## src/rtl/sir_intid_pkg.sv

```systemverilog
package sir_intid_pkg;

    typedef enum logic [1:0] {
        CAUSE_MODEM = 2'b00,
        CAUSE_TXE   = 2'b01,
        CAUSE_RXRDY = 2'b10,
        CAUSE_LINE  = 2'b11
    } cause_e;

    typedef enum logic {
        TXE_QUIET = 1'b0,
        TXE_PEND  = 1'b1
    } txe_state_e;

    localparam int EN_RXRDY = 0;
    localparam int EN_TXE   = 1;
    localparam int EN_LINE  = 2;
    localparam int EN_MODEM = 3;
    localparam int EN_BITS  = 4;

endpackage

```

## src/rtl/sir_enable_reg.sv

```systemverilog
module sir_enable_reg #(
    parameter int DW = 8,
    parameter int EW = 4
) (
    input  logic          clk,
    input  logic          rst_n,
    input  logic          wr,
    input  logic [DW-1:0] wdata,
    output logic [EW-1:0] en,
    output logic [DW-1:0] rdata
);
    localparam int PADW = DW - EW;

    always_ff @(posedge clk or negedge rst_n) begin
        if (!rst_n)  en <= '0;
        else if (wr) en <= wdata[EW-1:0];
    end

    assign rdata = {{PADW{1'b0}}, en};

    AST_IER_WRITE: assert property (@(posedge clk) disable iff (!rst_n)
        wr |=> (en == $past(wdata[EW-1:0])));
endmodule

```

## src/rtl/sir_txe_fsm.sv

```systemverilog
module sir_txe_fsm
    import sir_intid_pkg::*;
(
    input  logic clk,
    input  logic rst_n,
    input  logic empty,
    input  logic arm,
    input  logic clr_wr,
    input  logic clr_rd,
    output logic pend
);
    txe_state_e state, state_nx;
    logic       empty_q;
    logic       rise;

    always_ff @(posedge clk or negedge rst_n) begin
        if (!rst_n) empty_q <= 1'b0;
        else        empty_q <= empty;
    end

    assign rise = empty & ~empty_q;

    always_ff @(posedge clk or negedge rst_n) begin
        if (!rst_n) state <= TXE_QUIET;
        else        state <= state_nx;
    end

    always_comb begin
        state_nx = state;
        unique case (state)
            TXE_QUIET: if (!clr_wr && (rise || arm)) state_nx = TXE_PEND;
            TXE_PEND:  if (clr_wr || clr_rd)         state_nx = TXE_QUIET;
            default:   state_nx = TXE_QUIET;
        endcase
    end

    always_comb begin
        unique case (state)
            TXE_PEND: pend = 1'b1;
            default:  pend = 1'b0;
        endcase
    end

    AST_TXE_WR_CLEARS: assert property (@(posedge clk) disable iff (!rst_n)
        clr_wr |=> !pend);
    AST_TXE_RISE_SETS: assert property (@(posedge clk) disable iff (!rst_n)
        (rise && !clr_wr && !clr_rd) |=> pend);
endmodule

```

## src/rtl/sir_prio_enc.sv

```systemverilog
module sir_prio_enc
    import sir_intid_pkg::*;
#(
    parameter int EW  = 4,
    parameter int ERW = 4,
    parameter int MDW = 4
) (
    input  logic           clk,
    input  logic           rst_n,
    input  logic [EW-1:0]  en,
    input  logic [ERW-1:0] err,
    input  logic           rx_ready,
    input  logic           txe_pend,
    input  logic [MDW-1:0] delta,
    output logic           pend_n,
    output cause_e         cause
);
    logic line_act, rx_act, txe_act, mdm_act;

    assign line_act = en[EN_LINE]  & (|err);
    assign rx_act   = en[EN_RXRDY] & rx_ready;
    assign txe_act  = en[EN_TXE]   & txe_pend;
    assign mdm_act  = en[EN_MODEM] & (|delta);

    always_comb begin
        pend_n = 1'b0;
        if (line_act)     cause = CAUSE_LINE;
        else if (rx_act)  cause = CAUSE_RXRDY;
        else if (txe_act) cause = CAUSE_TXE;
        else if (mdm_act) cause = CAUSE_MODEM;
        else begin
            cause  = CAUSE_MODEM;
            pend_n = 1'b1;
        end
    end

    AST_LINE_WINS: assert property (@(posedge clk) disable iff (!rst_n)
        (en[EN_LINE] && (|err)) |-> (!pend_n && cause == CAUSE_LINE));
    AST_MODEM_GATED: assert property (@(posedge clk) disable iff (!rst_n)
        (!en[EN_MODEM] && cause == CAUSE_MODEM) |-> pend_n);
endmodule

```

## src/rtl/sir_intid.sv

```systemverilog
module sir_intid
    import sir_intid_pkg::*;
#(
    parameter int DW  = 8,
    parameter int ERW = 4,
    parameter int MDW = 4
) (
    input  logic           clk,
    input  logic           rst_n,
    input  logic           ier_wr,
    input  logic [DW-1:0]  ier_wdata,
    output logic [DW-1:0]  ier_rdata,
    input  logic           iid_rd,
    output logic [DW-1:0]  iid_data,
    input  logic           thr_wr,
    input  logic [ERW-1:0] lsr_err,
    input  logic           rx_ready,
    input  logic           thr_empty,
    input  logic [MDW-1:0] msr_delta,
    output logic           irq
);
    localparam int EW   = EN_BITS;
    localparam int PADW = DW - 3;

    logic [EW-1:0] en;
    logic          txe_pend, pend_n, arm, rd_txe;
    cause_e        cause;

    sir_enable_reg #(.DW(DW), .EW(EW)) u_en (
        .clk(clk), .rst_n(rst_n), .wr(ier_wr), .wdata(ier_wdata),
        .en(en), .rdata(ier_rdata)
    );

    assign arm    = ier_wr & ier_wdata[EN_TXE] & ~en[EN_TXE] & thr_empty;
    assign rd_txe = iid_rd & ~pend_n & (cause == CAUSE_TXE);

    sir_txe_fsm u_txe (
        .clk(clk), .rst_n(rst_n), .empty(thr_empty), .arm(arm),
        .clr_wr(thr_wr), .clr_rd(rd_txe), .pend(txe_pend)
    );

    sir_prio_enc #(.EW(EW), .ERW(ERW), .MDW(MDW)) u_prio (
        .clk(clk), .rst_n(rst_n), .en(en), .err(lsr_err),
        .rx_ready(rx_ready), .txe_pend(txe_pend), .delta(msr_delta),
        .pend_n(pend_n), .cause(cause)
    );

    assign iid_data = {{(PADW){1'b0}}, cause, pend_n};
    assign irq      = ~pend_n;

    AST_RD_OTHER_KEEPS: assert property (@(posedge clk) disable iff (!rst_n)
        (iid_rd && !thr_wr && txe_pend && cause != CAUSE_TXE) |=> txe_pend);
    AST_RX_GATED: assert property (@(posedge clk) disable iff (!rst_n)
        (!en[EN_RXRDY] && !pend_n) |-> (cause != CAUSE_RXRDY));
endmodule

```

## config.mk

```make
export PLATFORM = sky130hd
export DESIGN_NAME = sir_intid
export DESIGN_NICKNAME = d
export VERILOG_FILES = /design/src/rtl/sir_intid_pkg.sv /design/src/rtl/sir_enable_reg.sv /design/src/rtl/sir_txe_fsm.sv /design/src/rtl/sir_prio_enc.sv /design/src/rtl/sir_intid.sv
export SDC_FILE = /design/constraint.sdc
export NUM_CORES = 1
export LEC_CHECK = 0
export ABC_AREA = 0
export ABC_CLOCK_PERIOD_IN_PS = 3500
export BUFFER_PORTS_ARGS = -buffer_cell sky130_fd_sc_hd__buf_4
export CORE_AREA = 2 2 39 41
export DETAILED_ROUTE_END_ITERATION = 12
export DIE_AREA = 0 0 41 43
export PLACE_DENSITY_LB_ADDON = 0.1
export SLEW_MARGIN = 15
export SYNTH_ARGS = -nofsm -noshare
export SYNTH_HDL_FRONTEND = slang
export SYNTH_SLANG_ARGS = --single-unit
```

## constraint.sdc

```tcl
create_clock -name clk -period 3.5 [get_ports clk]
set_clock_uncertainty 0.15 [all_clocks]
set_input_delay 0.525 -clock clk [delete_from_list [all_inputs] [get_ports clk]]
set_output_delay 0.525 -clock clk [all_outputs]
set_load 0.02 [all_outputs]
```

## Yosys cells after proc, flatten, opt, wreduce, memory -nomap -nowiden

Index checks and enable logic that the tools add are counted.
W data, S select, Z words.

- Word-level logic and storage cells: 35
- Output and inout bits: 17
- Register bits after elaboration: 6

- Multiplexer cells: 11
- Reductions and logical operators: 6
- Bitwise operators: 14
- Equality and inequality tests: 1

Operator list:

| kind | number |
|---|---|
| $and A1 B1 Y1 | 10 |
| $mux W1 | 8 |
| $reduce_or A4 Y1 | 2 |
| $mux W2 | 2 |
| $not A1 Y1 | 4 |
| $eq A2 B1 Y1 const B | 1 |
| $logic_or A1 B1 Y1 | 2 |
| $pmux W1 S2 | 1 |
| $logic_and A1 B1 Y1 | 1 |
| $logic_not A1 Y1 | 1 |

## Logic depth before layout (Yosys ltp)

- Depth in word-level cells: 12
- Depth in mapped cells: 4

## Modules after synthesis

Synthesis repeated with hierarchy kept, for this count alone.

- Cell total of the unflattened synthesis: 40
- Area, all modules: 422.9 um2

Modules (own cells, without submodules):

| module | instances | area an instance (um2) | cells an instance |
|---|---|---|---|
| sir_enable_reg | 1 | 209.0 | 17 |
| sir_txe_fsm | 1 | 82.6 | 5 |
| sir_intid | 1 | 75.1 | 10 |
| sir_prio_enc | 1 | 56.3 | 8 |

## Worst setup path before layout

Ideal clock, no wire load.

- Path type: input to output
- Start: input lsr_err[3]
- End: output iid_data[0]
- Slack: 1.300 ns
- Buffers on the path: 1
- Stages: 4
- Data arrival time: 1.525 ns
- Path through: o41ai_2 > nand2_2 > a221oi_1 > buf_4

- Longest elaborated chain between the ends: 3

Ends and longest elaborated chain:

| element | line | RTL |
|---|---|---|
| start, declared | sir_intid.sv:16 | `input logic [ERW-1:0] lsr_err,` |
| $reduce_or A4 Y1 | sir_prio_enc.sv:20 | `assign line_act = en[EN_LINE] & (\|err);` |
| $and A1 B1 Y1 | sir_prio_enc.sv:20 |  |
| $mux W1 | sir_prio_enc.sv:27 | `if (line_act) cause = CAUSE_LINE;` |
| end, declared | sir_intid.sv:14 | `output logic [DW-1:0] iid_data,` |

No other way between the ends.

## Worst setup path after layout

- Start: input msr_delta[1]
- End: output irq

- Longest elaborated chain between the ends: 7

Ends and longest elaborated chain:

| element | line | RTL |
|---|---|---|
| start, declared | sir_intid.sv:19 | `input logic [MDW-1:0] msr_delta,` |
| $reduce_or A4 Y1 | sir_prio_enc.sv:23 | `assign mdm_act = en[EN_MODEM] & (\|delta);` |
| $and A1 B1 Y1 | sir_prio_enc.sv:23 |  |
| $mux W1 | sir_prio_enc.sv:30 | `else if (mdm_act) cause = CAUSE_MODEM;` |
| $mux W1 | sir_prio_enc.sv:29 | `else if (txe_act) cause = CAUSE_TXE;` |
| $mux W1 | sir_prio_enc.sv:28 | `else if (rx_act) cause = CAUSE_RXRDY;` |
| $mux W1 | sir_prio_enc.sv:27 |  |
| $not A1 Y1 | sir_intid.sv:49 | `assign irq = ~pend_n;` |
| end, declared | sir_intid.sv:20 | `output logic irq` |

No other way between the ends.

==> out/metrics.yaml <==
yosys:
  synth_cells: 34
  synth-seq-cells: 6
  synth_area_leaders: "dfrtp_1 41%, buf_4 20%, mux2_2 12%"
  yosysWarningCount: 0
  yosysSeqAreaShare: 0.405
  post_synth_num_cell_types: 16
  yosysTopAreaCellShare: 0.405
  synth_area_um2: 370
  syn_avg_cell_area_um2: 10.9
  synth_top_area_cell: "dfrtp_1"
die:
  die-area_um2: 1760
  start_util: 0.268
  ios: 40
  die_w_um: 41
  design.core.area_um2: 1380
  placementRows: 14
  dieHeight_um: 43
sta:
  finalCritPeriodShare: 0.661
  rsz0062_at_grt: "false"
  setup-tns-final_ns: 0
  holdWs_ns: 0.250
  hold_viol: 0
  slew_viol_final: 0
  maxClockFrequency_ghz: 0.432
  period_needed_ns: 2.31
  setup_viol: 0
layout:
  n_antenna_cell: 0
  syn_to_final_growth_pct: 54.7
  nNetsFinal: 87
  drive_gt1_frac: 0.565
  layout.cells.non_filler: 78
  post-route-util: 0.414
  fillers: 159
  final_area_um2: 573
power:
  pwr-share-clk: 0.283
  cell_internal_pwr_uw: 150
  p_switching_uw: 65.1
  powerDensity_nw_per_um2: 375
  p_comb_frac: 0.334
  swShare: 0.303
  leakage_uw: 0.000293
  seqPwrFrac: 0.383
  peakVddDrop_uv: 192
routing:
  drt_iter0_markers: 4
  route.detailed.drc: 0
  drt_first_pass_iters: 2
  num_vias: 341
  avgViaCountPerCell: 4.37
  antenna_left: 0
  wl_per_cell_um: 10.2
  routed_wl_um: 796
cts:
  cts_setup_buffers: 0
  cts_made_buffers: 3
  htreeDepth: 1
  cts_tree: "yes"
  clock_latency_ns: 0.24
  ctsRootBufferMaster: "clkbuf_4"
  ctsHoldBuffers: 1
  clock-sinks: 6
  cts_resized: 0
  ctsLongestPathBuffers: 2
  path_clk_slew_ns: 0.04
worst_setup_path:
  arrival_ns: 1.64
  rrSetupSlack_ns: 2.37
  critPathKind: "input pin to output port"
  worstPathMaxFanout: 2
  worstPathRequired_ns: 2.82
  endpoint_kind: "output port"
  critPathLaunchType: "input pin"
global_route:
  grt_pass1_vias: 282
  antenna_found_initial: 0
  grt_usage: 0.102
  grt.overflow.total: 0
  grt_max_degree: 8
  grt_pass1_wl_um: 1170
placed_design:
  dp_hpwl_um: 687
  place_area_um2: 541
  globalplace.congestion: 0.670
  port_buffers: 26
  place_inst: 74
run_status:
  outcome: "finished clean"
min_path:
  hold_path.class: "input pin to flop"
job:
  max_cap_viol_count: 0
==> through the flow <==
| step | setup slack, ns | power [uW] |
|---|---|---|
| floorplan | 1.30 | 128 |
| global placement | 1.13 | 155 |
| detailed placement | 1.18 | 155 |
| CTS | 1.18 | 221 |
| global route | 1.10 | 231 |
| finish | 1.19 | 215 |
==> worst max-delay path, stage by stage <==
cell and delay [ns]:
buf_4 0.11, or4_1 0.54, a221o_1 0.31, buf_4 0.16
==> cells in the mapped netlist (all sizes together) <==
cell    number
buf         10
dfrtp        6
mux2         4
nand2        3
a21boi       1
a221o        1
a221oi       1
a31oi        1
and3         1
conb         1
nand3        1
nand3b       1
o21a         1
o41ai        1
or4          1
==> area by class of cell <==
cell class / instances / area [um2] / area share
Clock buffer: 3 / 22.5 / 0.0393
Timing Repair Buffer: 27 / 205 / 0.358
Tap cell: 16 / 20.0 / 0.0349
Sequential cell: 6 / 150 / 0.262
Multi-Input combinational cell: 26 / 175 / 0.306
==> worst paths after layout <==
| path | start | to | cells past startpoint |
|---|---|---|---|
| max in group asynchronous | rst_n | u_en.en[1]$_DFFE_PN0P_ | 2 |
| min reg2reg | u_en.en[0]$_DFFE_PN0P_ | u_en.en[0]$_DFFE_PN0P_ | 1 |
| min in group asynchronous | rst_n | u_en.en[3]$_DFFE_PN0P_ | 2 |
| max | msr_delta[1] | irq | 4 |
| max reg2reg | u_en.en[1]$_DFFE_PN0P_ | u_txe.state$_DFF_PN0_ | 3 |
| min | thr_empty | u_txe.empty_q$_DFF_PN0_ | 1 |
==> per-layer routing <==
layer  track usage  up-vias  share of wire
li1              -      162              -
met2         0.172       19           0.53
met1         0.102      160           0.35
met4        0.0600        0              0
met3        0.0314        0           0.12
met5             0        -              0
==> cell usage in the layout, fill, tap and decap left out <==
master,count
mux2_2,4
a221o_1,1
dfrtp_1,6
nand2_2,1
nand3_1,1
conb_1,9
and3_1,1
or4_1,1
nand2_1,2
nand3b_1,1
buf_4,26
a221oi_1,1
a21boi_0,1
o21a_1,1
o41ai_2,1
a31oi_1,1
dlygate4sd3_1,1
clkbuf_4,3
==> state kept, by name, indices dropped and copies added (netlist names) <==
name           flops
u_en.en            4
u_txe.empty_q      1
u_txe.state        1
==> cells by family (layout without fill, tap and decap cells) <==
group	after synthesis	after routing	share of synthesized area
buffers and inverters	10	30	0.203
flip-flops	6	6	0.405
AO/OA/AOI/OAI	6	6	0.152
other	1	9	0.0101
AND/OR/NAND/NOR	7	7	0.108
multiplexers	4	4	0.122
==> power groups by stage <==
stage	Clock (uW)	Combinational (uW)	Sequential, uW
after floorplan	0	40.0	87.7
after global placement	0	71.6	83.2
after detailed placement	0	71.7	83.4
after CTS	65.4	72.7	82.4
after global routing	70.4	77.5	83.2
final	60.7	71.8	82.3
Note: power is estimated with default switching activity, not from simulation.
